--- config.mk ---
export PLATFORM = sky130hd
export DESIGN_NAME = dcache_ctl_unit
export DESIGN_NICKNAME = d
export VERILOG_FILES = /design/src/rtl/dcache_ctl_pkg.sv /design/src/rtl/dcache_tag_array.sv /design/src/rtl/dcache_victim_sel.sv /design/src/rtl/dcache_cb_readback.sv /design/src/rtl/dcache_ctl_unit.sv
export SDC_FILE = /design/constraint.sdc
export NUM_CORES = 2
export LEC_CHECK = 0
export ABC_CLOCK_PERIOD_IN_PS = 10100
export BUFFER_PORTS_ARGS = -buffer_cell sky130_fd_sc_hd__buf_4
export CORE_MARGIN = 4
export CORE_UTILIZATION = 30
export DETAILED_ROUTE_END_ITERATION = 10
export MAX_ROUTING_LAYER = met4
export PLACE_DENSITY_LB_ADDON = 0.12
export SLEW_MARGIN = 20
export SYNTH_ARGS = -nofsm -noshare
export SYNTH_HDL_FRONTEND = slang
export SYNTH_SLANG_ARGS = --single-unit
--- constraint.sdc ---
create_clock -name clk_i -period 10.1 [get_ports clk_i]
set_input_delay 0.505 -clock clk_i [delete_from_list [all_inputs] [get_ports clk_i]]
set_output_delay 0.505 -clock clk_i [all_outputs]
set_load 0.01 [all_outputs]
--- src/rtl/dcache_ctl_pkg.sv ---
package dcache_ctl_pkg;
  localparam int unsigned NUM_WAYS     = 2;
  localparam int unsigned NUM_CB_WORDS = 4;

  typedef enum logic [3:0] {
    CMD_ENABLE      = 4'b0010,
    CMD_DISABLE     = 4'b0100,
    CMD_LOCK        = 4'b0110,
    CMD_UNLOCK_LINE = 4'b1000,
    CMD_UNLOCK_ALL  = 4'b1010,
    CMD_INVAL_ALL   = 4'b1100,
    CMD_FLUSH       = 4'b1110
  } cmd_e;

  typedef enum logic [1:0] {
    ST_IDLE,
    ST_LOCK_FILL,
    ST_CPU_FILL,
    ST_FLUSH
  } state_e;
endpackage

--- src/rtl/dcache_tag_array.sv ---
module dcache_tag_array
  import dcache_ctl_pkg::*;
#(
  parameter int unsigned SETS  = 16,
  parameter int unsigned TAG_W = 24,
  parameter int unsigned IDX_W = $clog2(SETS)
) (
  input  logic                clk_i,
  input  logic                rst_ni,
  input  logic [IDX_W-1:0]    lk_idx_i,
  input  logic [TAG_W-1:0]    lk_tag_i,
  output logic [NUM_WAYS-1:0] hit_o,
  output logic [NUM_WAYS-1:0] valid_o,
  output logic [NUM_WAYS-1:0] lock_o,
  output logic                rr_o,
  input  logic                wr_en_i,
  input  logic [IDX_W-1:0]    wr_idx_i,
  input  logic                wr_way_i,
  input  logic                wr_valid_i,
  input  logic                wr_lock_i,
  input  logic [TAG_W-1:0]    wr_tag_i,
  input  logic                wr_rr_i,
  input  logic                inval_unlocked_i,
  input  logic                clr_locks_i
);
  logic [NUM_WAYS-1:0] valid_q [SETS];
  logic [NUM_WAYS-1:0] lock_q  [SETS];
  logic [TAG_W-1:0]    tag_q   [SETS][NUM_WAYS];
  logic [SETS-1:0]     rr_q;

  always_ff @(posedge clk_i or negedge rst_ni) begin
    if (!rst_ni) begin
      for (int s = 0; s < SETS; s++) begin
        valid_q[s] <= '0;
        lock_q[s]  <= '0;
        for (int w = 0; w < NUM_WAYS; w++) tag_q[s][w] <= '0;
      end
      rr_q <= '0;
    end else begin
      for (int s = 0; s < SETS; s++) begin
        if (inval_unlocked_i) valid_q[s] <= valid_q[s] & lock_q[s];
        if (clr_locks_i)      lock_q[s]  <= '0;
      end
      if (wr_en_i) begin
        valid_q[wr_idx_i][wr_way_i] <= wr_valid_i;
        lock_q[wr_idx_i][wr_way_i]  <= wr_lock_i;
        tag_q[wr_idx_i][wr_way_i]   <= wr_tag_i;
        if (wr_rr_i) rr_q[wr_idx_i] <= ~wr_way_i;
      end
    end
  end

  for (genvar w = 0; w < NUM_WAYS; w++) begin : g_cmp
    assign hit_o[w] = valid_q[lk_idx_i][w] && (tag_q[lk_idx_i][w] == lk_tag_i);
  end

  assign valid_o = valid_q[lk_idx_i];
  assign lock_o  = lock_q[lk_idx_i];
  assign rr_o    = rr_q[lk_idx_i];
endmodule

--- src/rtl/dcache_victim_sel.sv ---
module dcache_victim_sel
  import dcache_ctl_pkg::*;
(
  input  logic [NUM_WAYS-1:0] valid_i,
  input  logic [NUM_WAYS-1:0] lock_i,
  input  logic                rr_i,
  output logic                way_o,
  output logic                full_o
);
  // locked ways are never victims; empty ways are preferred over round-robin
  always_comb begin
    full_o = &lock_i;
    if (lock_i[0])       way_o = 1'b1;
    else if (lock_i[1])  way_o = 1'b0;
    else if (!valid_i[0]) way_o = 1'b0;
    else if (!valid_i[1]) way_o = 1'b1;
    else                 way_o = rr_i;
  end
endmodule

--- src/rtl/dcache_cb_readback.sv ---
module dcache_cb_readback
  import dcache_ctl_pkg::*;
#(
  parameter int unsigned DATA_W = 32,
  parameter int unsigned SEL_W  = 8
) (
  input  logic [SEL_W-1:0]               sel_i,
  input  logic [NUM_CB_WORDS*DATA_W-1:0] words_i,
  input  logic [DATA_W-1:0]              addr_i,
  output logic [DATA_W-1:0]              rdata_o
);
  always_comb begin
    rdata_o = '0;
    for (int k = 0; k < NUM_CB_WORDS; k++) begin
      if (sel_i == SEL_W'(k)) rdata_o = words_i[k*DATA_W +: DATA_W];
    end
    if (sel_i == SEL_W'(NUM_CB_WORDS)) rdata_o = addr_i;
  end
endmodule

--- src/rtl/dcache_ctl_unit.sv ---
module dcache_ctl_unit
  import dcache_ctl_pkg::*;
#(
  parameter int unsigned ADDR_W     = 32,
  parameter int unsigned SETS       = 16,
  parameter int unsigned LINE_BYTES = 16,
  parameter int unsigned CB_W       = 32,
  parameter int unsigned SEL_W      = 8,
  parameter int unsigned OFF_W      = $clog2(LINE_BYTES)
) (
  input  logic                         clk_i,
  input  logic                         rst_ni,
  input  logic                         cmd_wr_i,
  input  logic [3:0]                   cmd_code_i,
  input  logic                         adr_wr_i,
  input  logic [ADDR_W-1:0]            adr_data_i,
  input  logic                         stat_rd_i,
  output logic [3:0]                   stat_o,
  input  logic [NUM_CB_WORDS*CB_W-1:0] cb_words_i,
  input  logic [CB_W-1:0]              cb_addr_i,
  output logic [CB_W-1:0]              dbg_rdata_o,
  input  logic                         cpu_req_i,
  input  logic [ADDR_W-OFF_W-1:0]      cpu_line_i,
  output logic                         cpu_hit_o,
  output logic                         cpu_uncached_o,
  output logic                         cpu_stall_o,
  output logic                         mem_req_o,
  output logic                         mem_we_o,
  output logic [ADDR_W-1:0]            mem_addr_o,
  input  logic                         mem_ack_i,
  input  logic                         mem_err_i,
  output logic                         mchk_o
);
  localparam int unsigned IDX_W = $clog2(SETS);
  localparam int unsigned TAG_W = ADDR_W - OFF_W - IDX_W;

  state_e             state_q;
  logic               en_q, err1_q, err2_q, mchk_q;
  logic [ADDR_W-1:0]  adr_q;
  logic [IDX_W-1:0]   tgt_idx_q;
  logic [TAG_W-1:0]   tgt_tag_q;
  logic               tgt_way_q;

  cmd_e               cmd;
  logic               busy, cmd_go, cpu_go, cpu_fill, xfer_done;
  logic [IDX_W-1:0]   lk_idx;
  logic [TAG_W-1:0]   lk_tag;
  logic [NUM_WAYS-1:0] hit, way_valid, way_lock;
  logic               rr, hit_any, hit_way, vic_way, set_full;

  logic               wr_en, wr_way, wr_valid, wr_lock, wr_rr;
  logic [IDX_W-1:0]   wr_idx;
  logic [TAG_W-1:0]   wr_tag;
  logic               inval_unlocked, clr_locks;

  assign cmd       = cmd_e'(cmd_code_i);
  assign busy      = (state_q != ST_IDLE);
  assign cmd_go    = cmd_wr_i && !busy;
  assign xfer_done = busy && mem_ack_i;

  // command lookups use the address register, otherwise the CPU line
  assign lk_idx = cmd_wr_i ? adr_q[OFF_W +: IDX_W] : cpu_line_i[IDX_W-1:0];
  assign lk_tag = cmd_wr_i ? adr_q[ADDR_W-1 -: TAG_W] : cpu_line_i[ADDR_W-OFF_W-1 -: TAG_W];

  dcache_tag_array #(
    .SETS (SETS),
    .TAG_W(TAG_W),
    .IDX_W(IDX_W)
  ) u_tags (
    .clk_i           (clk_i),
    .rst_ni          (rst_ni),
    .lk_idx_i        (lk_idx),
    .lk_tag_i        (lk_tag),
    .hit_o           (hit),
    .valid_o         (way_valid),
    .lock_o          (way_lock),
    .rr_o            (rr),
    .wr_en_i         (wr_en),
    .wr_idx_i        (wr_idx),
    .wr_way_i        (wr_way),
    .wr_valid_i      (wr_valid),
    .wr_lock_i       (wr_lock),
    .wr_tag_i        (wr_tag),
    .wr_rr_i         (wr_rr),
    .inval_unlocked_i(inval_unlocked),
    .clr_locks_i     (clr_locks)
  );

  dcache_victim_sel u_victim (
    .valid_i(way_valid),
    .lock_i (way_lock),
    .rr_i   (rr),
    .way_o  (vic_way),
    .full_o (set_full)
  );

  dcache_cb_readback #(
    .DATA_W(CB_W),
    .SEL_W (SEL_W)
  ) u_readback (
    .sel_i  (adr_q[SEL_W-1:0]),
    .words_i(cb_words_i),
    .addr_i (cb_addr_i),
    .rdata_o(dbg_rdata_o)
  );

  assign hit_any  = |hit;
  assign hit_way  = ~hit[0];

  // a command written in the same cycle takes priority over the CPU
  assign cpu_go         = cpu_req_i && !busy && !cmd_wr_i;
  assign cpu_hit_o      = cpu_go && en_q && hit_any;
  assign cpu_uncached_o = cpu_go && (!en_q || (!hit_any && set_full));
  assign cpu_fill       = cpu_go && en_q && !hit_any && !set_full;
  assign cpu_stall_o    = busy;

  assign inval_unlocked = cmd_go && (cmd == CMD_INVAL_ALL);
  assign clr_locks      = cmd_go && (cmd == CMD_UNLOCK_ALL);

  always_comb begin
    wr_en    = 1'b0;
    wr_idx   = lk_idx;
    wr_way   = hit_way;
    wr_valid = 1'b1;
    wr_lock  = 1'b0;
    wr_tag   = lk_tag;
    wr_rr    = 1'b0;
    if (cmd_go) begin
      if (cmd == CMD_LOCK && hit_any) begin
        wr_en   = 1'b1;
        wr_lock = 1'b1;
      end else if (cmd == CMD_UNLOCK_LINE && hit_any) begin
        wr_en   = 1'b1;
      end
    end else if (xfer_done) begin
      wr_idx = tgt_idx_q;
      wr_way = tgt_way_q;
      wr_tag = tgt_tag_q;
      if (state_q == ST_FLUSH) begin
        wr_en    = !mem_err_i;
        wr_valid = 1'b0;
      end else begin
        wr_en    = 1'b1;
        wr_valid = !mem_err_i;
        wr_lock  = (state_q == ST_LOCK_FILL) && !mem_err_i;
        wr_rr    = !mem_err_i;
      end
    end
  end

  always_ff @(posedge clk_i or negedge rst_ni) begin
    if (!rst_ni) begin
      adr_q <= '0;
    end else if (adr_wr_i) begin
      adr_q <= adr_data_i;
    end
  end

  always_ff @(posedge clk_i or negedge rst_ni) begin
    if (!rst_ni) begin
      state_q   <= ST_IDLE;
      en_q      <= 1'b0;
      err1_q    <= 1'b0;
      err2_q    <= 1'b0;
      mchk_q    <= 1'b0;
      tgt_idx_q <= '0;
      tgt_tag_q <= '0;
      tgt_way_q <= 1'b0;
    end else begin
      mchk_q <= 1'b0;
      // clear-on-read comes first so a same-cycle set wins
      if (stat_rd_i) begin
        err1_q <= 1'b0;
        err2_q <= 1'b0;
      end
      if (cmd_go) begin
        case (cmd)
          CMD_ENABLE:  en_q <= 1'b1;
          CMD_DISABLE: en_q <= 1'b0;
          CMD_LOCK: begin
            if (!hit_any) begin
              if (set_full) begin
                err2_q <= 1'b1;
              end else begin
                state_q   <= ST_LOCK_FILL;
                tgt_idx_q <= lk_idx;
                tgt_tag_q <= lk_tag;
                tgt_way_q <= vic_way;
              end
            end
          end
          CMD_FLUSH: begin
            if (hit_any) begin
              state_q   <= ST_FLUSH;
              tgt_idx_q <= lk_idx;
              tgt_tag_q <= lk_tag;
              tgt_way_q <= hit_way;
            end
          end
          default: ;
        endcase
      end else if (cpu_fill) begin
        state_q   <= ST_CPU_FILL;
        tgt_idx_q <= lk_idx;
        tgt_tag_q <= lk_tag;
        tgt_way_q <= vic_way;
      end else if (xfer_done) begin
        state_q <= ST_IDLE;
        if (mem_err_i && state_q != ST_CPU_FILL) begin
          err1_q <= 1'b1;
          en_q   <= 1'b0;
          mchk_q <= 1'b1;
        end
      end
    end
  end

  assign stat_o     = {err2_q, err1_q, busy, en_q};
  assign mem_req_o  = busy;
  assign mem_we_o   = (state_q == ST_FLUSH);
  assign mem_addr_o = {tgt_tag_q, tgt_idx_q, {OFF_W{1'b0}}};
  assign mchk_o     = mchk_q;
endmodule

# Word-level counts from Yosys, hierarchy flattened
# Index checks and enable logic that the tools add are counted.
[classes]
n_mux = 134
n_lt_le_gt_ge = 10
n_reduce_logical = 41
bitwise = 21
n_eq_ne = 22
[ops]
columns = ["op", "n"]
rows = [
  ["768-bit bitwise mux", 1],
  ["32-bit 2-to-1 mux", 7],
  ["24-bit 2-to-1 mux", 9],
  ["48-bit binary-select mux with 4-bit select", 1],
  ["48-bit demux with 4-bit select", 1],
  ["48-bit 2-to-1 mux", 3],
  ["2-bit 2-to-1 mux", 43],
  ["32-bit bitwise mux", 2],
  ["24-bit == test", 2],
  ["24-bit one-hot mux with 2 select lines", 1],
  ["1-bit 2-to-1 mux", 46],
  ["2-bit bitwise AND", 16],
  ["4-bit 2-to-1 mux", 8],
  ["24-bit demux with 1-bit select", 1],
  ["1-bit logical AND", 22],
  ["2-bit binary-select mux with 4-bit select", 2],
  ["16-bit bitwise mux", 1],
  ["4-bit == test, second input constant", 4],
  ["8-bit by 2-bit == test with 1-bit output, second input constant", 2],
  ["5-bit >= comparator, second input constant", 2],
  ["4-bit by 5-bit less-than comparator with 1-bit output, second input constant", 2],
  ["4-bit NOT with 5-bit output", 2],
  ["5-bit AND reduction", 2],
  ["3-bit inequality test, second input constant", 3],
  ["31 further kinds", 45],
]
[totals]
ff_bits = 915
output_inout_bits = 74

# Logic depth before layout (Yosys ltp)
[depth]
ltp_word = 18
depth_mapped = 23
ltp_nobuf = 11

# Cells and area by module
# Synthesis repeated with hierarchy kept, for this count alone.
[hier_totals]
hier_cells = 3161
hier_area_um2 = 44893.1
[modules_own_cells]
columns = ["module", "seq_area_each_um2", "area_per_inst_um2", "n_inst", "cells_per_inst"]
rows = [
  ["dcache_tag_array", 21220.4, 39935.8, 1, 2655],
  ["dcache_ctl_unit", 1676.6, 3509.6, 1, 316],
  ["dcache_cb_readback", 0.0, 1422.6, 1, 186],
  ["dcache_victim_sel", 0.0, 25.0, 1, 4],
]

# Least setup slack after synthesis
# OpenSTA, ideal clock, no wires.
[synth_path]
path_kind = "input port to flip-flop"
from = "input cmd_wr_i"
to = "register u_tags.tag_q[250] in the netlist's numbering"
arrival_time_ps = 4651
setup_ps = 128
path_buffers = 7
setup_slack_ps = 5321
cell_stages = 18
cell_sequence = "buf_6 mux2_4 buf_8 buf_12 buf_12 buf_12 mux4_1 nand2_1 nand4_1 xor2_1 or4bb_1 or4b_1 nor3_2 nor3_4 buf_12 nor3_4 buf_6 mux2_1"
[synth_between]
elab_chain_cells = 18
word_cells_on_any_way = 40
classes_between = "order compare (4); eq/ne (2); mux (22); bitwise (4); reduce/logical (8)"
[synth_rtl]
columns = ["element", "line", "text"]
rows = [
  ["start, declared", "dcache_ctl_unit.sv:13", "input logic cmd_wr_i,"],
  ["4-bit 2-to-1 mux", "dcache_ctl_unit.sv:62", "assign lk_idx = cmd_wr_i ? adr_q[OFF_W +: IDX_W] : cpu_line_i[IDX_W-1:0];"],
  ["4-bit NOT with 5-bit output (not written as such)", "dcache_tag_array.sv:54", "assign hit_o[w] = valid_q[lk_idx_i][w] && (tag_q[lk_idx_i][w] == lk_tag_i);"],
  ["48-bit binary-select mux with 4-bit select", "dcache_tag_array.sv:54", ""],
  ["48-bit 2-to-1 mux (not written as such) (2 in a row)", "dcache_tag_array.sv:54", ""],
  ["24-bit == test", "dcache_tag_array.sv:54", ""],
  ["1-bit logical AND", "dcache_tag_array.sv:54", ""],
  ["1-bit NOT", "dcache_ctl_unit.sv:108", "assign hit_way = ~hit[0];"],
  ["1-bit 2-to-1 mux", "dcache_ctl_unit.sv:135", "end else if (xfer_done) begin"],
  ["1-bit 2-to-1 mux", "dcache_ctl_unit.sv:128", "if (cmd_go) begin"],
  ["1-bit NOT with 2-bit output (not written as such)", "dcache_tag_array.sv:47", "tag_q[wr_idx_i][wr_way_i] <= wr_tag_i;"],
  ["2-bit >= comparator (not written as such) / 2-bit by 1-bit less-than comparator with 1-bit output (equally long branches)", "dcache_tag_array.sv:47", ""],
  ["1-bit logical AND (not written as such)", "dcache_tag_array.sv:47", ""],
  ["24-bit 2-to-1 mux (not written as such)", "dcache_tag_array.sv:47", ""],
  ["24-bit demux with 1-bit select", "dcache_tag_array.sv:47", ""],
  ["48-bit 2-to-1 mux (not written as such)", "dcache_tag_array.sv:47", ""],
  ["48-bit demux with 4-bit select", "dcache_tag_array.sv:47", ""],
  ["768-bit bitwise mux", "dcache_tag_array.sv:47", ""],
  ["end signal, assigned by index", "dcache_tag_array.sv:47", ""],
  ["end, declared", "dcache_tag_array.sv:28", "logic [TAG_W-1:0] tag_q [SETS][NUM_WAYS];"],
]
# Several ways; a longest one is shown, not always the timed one. The select of a mux whose other input is x is not followed.
# A chain may end at the register's enable or synchronous reset.

# Worst setup path after layout
[layout_path]
from = "input cmd_wr_i"
to = "register u_tags.tag_q[695] in the netlist's numbering"
# Same word-level chain as after synthesis.

==> results.md <==
Status:
- The flow ran to the end, and the final reports show no timing, DRC or antenna violations.

Route:
- The detail route stage leaves a number of antenna-violating nets equal to 0.
- For this block, the via count after detailed routing is 30630.
- For this run, the detailed router's first-pass iteration total came to 5.
- The number of vias per cell is 5.265.
- The detailed-route wire length is 173600 um.
- After the first detailed-routing iteration, the DRC count stood at 2452.
- The total DRC errors in the routed layout is 0.
- In the final routed layout, each cell accounts on average for 29.84 um.

CTS:
- Clock-pin slew was measured on the worst setup and hold paths at 0.06 ns.
- In this run, post-CTS repair resized a total of 0 instances.
- TritonCTS built the clock tree.
- The cell at the root of the clock tree is sky130_fd_sc_hd__clkbuf_16.
- For this design, the sink count on the clock tree is 915.
- The maximum clock insertion buffer count is 3.
- The clock reaches the later pin of the worst-skew pair after 0.75 ns.
- The deepest level of the CTS H-tree is 3.
- The number of clock buffers added by TritonCTS is 108.

Yosys:
- The count of synthesis-stage warnings from yosys is 0.
- Sequential cells were found to cover 50.09% of the synthesized design area.
- Each instance of the synthesized netlist takes up on average 13.26 um^2.
- In this run the cell area of the synthesized design comes to 45710 um^2.
- In the synthesized netlist the dominant register cell turns out to be sky130_fd_sc_hd__dfrtp_1.
- The post-synthesis cell type count is 74.
- The total of flip-flops plus latches after synthesis is 915.
- Synthesis produced 3448 cells.
- The synthesized design contains 0 enable-type register cells.
- Of all flip-flops after synthesis, the portion carrying an async set or reset was 100.0%.

Final layout:
- The synthesis-to-finish area growth is 18.32%.
- Leaving out fill and tap cells, the most frequent cell in the layout is sky130_fd_sc_hd__dfrtp_1.
- The final net count is 3943.
- For this run, the share of the core covered by cells in the final layout is 35.90%.
- The filler cell count in the final layout is 14880.
- The fraction of final layout cells with drive strength greater than 1 is 42.12%.
- In the layout the commonest cells are 914 x sky130_fd_sc_hd__dfrtp_1, 766 x sky130_fd_sc_hd__mux2_2, 399 x sky130_fd_sc_hd__buf_4.
- The finished cells cover 54080 um^2.

Pwr:
- The cell area power density is 207.8 nW/um^2.
- The analysis attributes to cell leakage a power of 25.09 nW.
- IR analysis of the VDD net gives a maximum drop of 0.0001390 V.

Place:
- The final HPWL from detailed placement is 112600 um.
- The final weighted congestion in routability-driven placement is 0.8635.
- The number of buffers inserted by port buffering is 301.
- The placed instances occupy a cell area of 50170 um^2.

Critical path:
- The count of buffering cells on the critical path with inverters included is 5.
- For the worst setup path, the data required time is 10.71 ns.
- The arrival time at the worst endpoint is 7.58 ns.
- The worst stage delay on the critical path is 0.76 ns.
- STA classifies the critical path endpoint as a flop.
- In this design, the critical path's most frequently occurring cell is sky130_fd_sc_hd__buf_4.
- The class of the most critical setup path is in2reg.
- The slowest stage of the critical path is the sky130_fd_sc_hd__nor3_4 cell.
- The worst flop-to-flop path startpoint is adr_q[6]$_DFFE_PN0P_.
- The largest fanout on the critical path is 29.
- The largest delay contributor family on the critical path is buffers and inverters.
- In this run the critical register-to-register path is captured at u_tags.tag_q[695]$_DFFE_PN0P_.
- The worst setup path is launched from a primary input.
- The depth of the worst register-to-register path is 15.
- The instance count on the critical path is 16.
- The worst register-to-register path has a setup slack of 3.46 ns.
- The critical path goes through buf_4, buf_4, mux2i_4, buf_4, nand2_1, o22ai_1, a31oi_1, xnor2_1, a2111oi_0, nand4_1, nor3_2, nor3_4, buf_4, nor3_4, buf_4, mux2_2.

Floorplanning:
- The die span in x is 398.3 um.
- Measured along the y axis, the die boundary spans 398.3 um.
- The starting utilization of the core area is 30.34%.
- The area of the core is 150700 um^2.
- The die area is 158700 um^2.
- The number of ports placed on the die boundary is 306.
- After floorplanning, the core was divided into 142 placement rows.

Worst hold path:
- The class of the most critical hold timing path is in2reg.
- The cell count of the worst hold path is 3.
- The path with the worst hold slack has its endpoint at tgt_tag_q[15]$_DFFE_PN0P_.
- The startpoint identified for the worst hold timing path is cpu_line_i[19].

STA:
- The setup skew after layout is 0.03829 ns.
- The final critical-path required period is 6.961 ns.
- The sum of negative setup slack is 0 ns.
- In this run the tightest slew margin relative to its limit is 23.50%.
- Setup violations remaining at the end of the flow were counted as 0.
- The number of max-slew violations in the final report was 0.
- The total count of hold-check failures in the final report is 0.
- Derived from the worst setup path, the maximum achievable clock frequency is 0.1437 GHz.
- Setup repair after global routing left no endpoint under its margin.
- The worst path uses 68.92% of the clock period.
- The worst hold-check slack is 0.08652 ns.
- The transition at the pin with the smallest max-transition slack is 1.124 ns.

GRT:
- The first global-routing pass estimated 246100 um of wire.
- The number of antenna violations at the first check in global routing is 10.
- For this run the aggregate overflow at the end of global routing stands at 0.
- The pin count of the biggest net entering global routing is 151.
- The via count of the first global-routing pass was 31220.
- The total global-route track usage is 22.17%.

Job:
- The tool flagged a number of max-cap violations equal to 0.
metal layers:
layer | share of wire [%] | GRT usage (%) | wire, um | vias to the layer above
met5 | 0 | - | 0 | -
met4 | 2.5 | 5.669 | 4275 | 0
met3 | 4.1 | 2.762 | 7163 | 221
met2 | 47 | 34.70 | 81700 | 747
met1 | 46 | 30.64 | 80470 | 16560
li1 | - | - | - | 13110
state kept, by name, indices dropped and copies added, names as in the netlist, 2 cells and up:
signal          flops
tgt_idx_q           4
u_tags.rr_q        16
tgt_tag_q          24
u_tags.valid_q     32
u_tags.tag_q      768
u_tags.lock_q      32
state_q             2
adr_q              32
power by group:
part	switching (mW)	leakage, nW	internal (mW)
combinational	1.54	10.8	1.10
sequential	0.367	12.5	4.26
clock	1.67	1.74	2.30
total	3.58	25.1	7.66
synthesized netlist by cell type (10+ instances only):
master / n / share of area (%)
sky130_fd_sc_hd__inv_1: 32 / 0.26
sky130_fd_sc_hd__mux2_2: 767 / 19
sky130_fd_sc_hd__nor3_4: 17 / 0.60
sky130_fd_sc_hd__xnor2_1: 42 / 0.80
sky130_fd_sc_hd__a31oi_1: 17 / 0.23
sky130_fd_sc_hd__nor3_1: 13 / 0.14
sky130_fd_sc_hd__nand2_1: 323 / 2.7
sky130_fd_sc_hd__dfrtp_1: 915 / 50
sky130_fd_sc_hd__clkbuf_1: 121 / 0.99
sky130_fd_sc_hd__a21oi_1: 56 / 0.61
sky130_fd_sc_hd__a32oi_1: 30 / 0.57
sky130_fd_sc_hd__o21ai_0: 59 / 0.65
sky130_fd_sc_hd__nor2_1: 74 / 0.61
sky130_fd_sc_hd__mux2_4: 36 / 1.2
sky130_fd_sc_hd__a211oi_1: 10 / 0.16
sky130_fd_sc_hd__buf_1: 24 / 0.20
sky130_fd_sc_hd__buf_4: 29 / 0.48
sky130_fd_sc_hd__nand3_1: 72 / 0.79
sky130_fd_sc_hd__a22o_1: 36 / 0.69
sky130_fd_sc_hd__mux2_1: 29 / 0.71
sky130_fd_sc_hd__o22ai_1: 17 / 0.23
sky130_fd_sc_hd__buf_2: 76 / 0.83
sky130_fd_sc_hd__and3_1: 24 / 0.33
sky130_fd_sc_hd__mux4_2: 134 / 6.6
sky130_fd_sc_hd__mux2i_1: 276 / 6.0
sky130_fd_sc_hd__nand4_1: 32 / 0.44
sky130_fd_sc_hd__xor2_1: 22 / 0.42
sky130_fd_sc_hd__buf_6: 36 / 0.89
worst reg2reg max path: stages (launching register included):
cell and delay [ns]:
sky130_fd_sc_hd__dfrtp_1 0.48, sky130_fd_sc_hd__mux2_2 0.57, sky130_fd_sc_hd__buf_4 0.44, sky130_fd_sc_hd__nor2_4 0.60, sky130_fd_sc_hd__buf_4 0.38, sky130_fd_sc_hd__nand2_1 0.09
sky130_fd_sc_hd__nand4_1 0.10, sky130_fd_sc_hd__xor2_1 0.32, sky130_fd_sc_hd__or4bb_1 0.54, sky130_fd_sc_hd__or4b_1 0.50, sky130_fd_sc_hd__nor3_2 0.33, sky130_fd_sc_hd__nor3_4 0.08
sky130_fd_sc_hd__buf_4 0.30, sky130_fd_sc_hd__nor3_4 0.76, sky130_fd_sc_hd__buf_4 0.60, sky130_fd_sc_hd__mux2_2 0.43
worst max-delay path by stage:
stage | startpoint | end | slack [ns]
floorplan | cmd_wr_i | u_tags.tag_q[250]$_DFFE_PN0P_ | 5.32
detailed placement | cmd_wr_i | u_tags.tag_q[695]$_DFFE_PN0P_ | 2.53
global placement | cmd_wr_i | u_tags.tag_q[675]$_DFFE_PN0P_ | 2.47
CTS | cmd_wr_i | u_tags.tag_q[692]$_DFFE_PN0P_ | 3.32
finish | cmd_wr_i | u_tags.tag_q[695]$_DFFE_PN0P_ | 3.14
global route | cmd_wr_i | u_tags.tag_q[673]$_DFFE_PN0P_ | 3.17
area by class of cell:
cell class	count	area, um^2	share of cell area [%]
Tap cell	2016	2522	4.664
Timing Repair Buffer	448	3608	6.672
Sequential cell	915	22900	42.34
Clock inverter	36	465.4	0.8606
Multi-Input combinational cell	2206	21390	39.56
Clock buffer	157	3057	5.652
Inverter	32	120.1	0.2221
Antenna cell	7	17.52	0.03239
stage by stage:
stage / power (mW) / setup slack (ns) / std cells
CTS: 11.37 / 3.322 / 5810
floorplan: 6.165 / 5.321 / 3451
global placement: 7.304 / 2.474 / 5579
global route: 11.73 / 3.167 / 5816
finish: 11.24 / 3.139 / 5817
detailed placement: 7.322 / 2.533 / 5580
what timing repair did:
action / in CTS / in global routing
hold buffers: 37 / 0
hold endpoints to repair: 136 / 0
buffers inserted: 0 / 0
cells by family after synthesis:
| group | after synthesis | share of synthesized area (%) |
|---|---|---|
| XOR/XNOR | 64 | 1.226 |
| buffers and inverters | 330 | 4.084 |
| AO/OA/AOI/OAI | 278 | 4.103 |
| other | 1 | 0.008204 |
| multiplexers | 1252 | 33.99 |
| AND/OR/NAND/NOR | 608 | 6.498 |
| flip-flops | 915 | 50.09 |
Power figures use the tool's default switching activity.
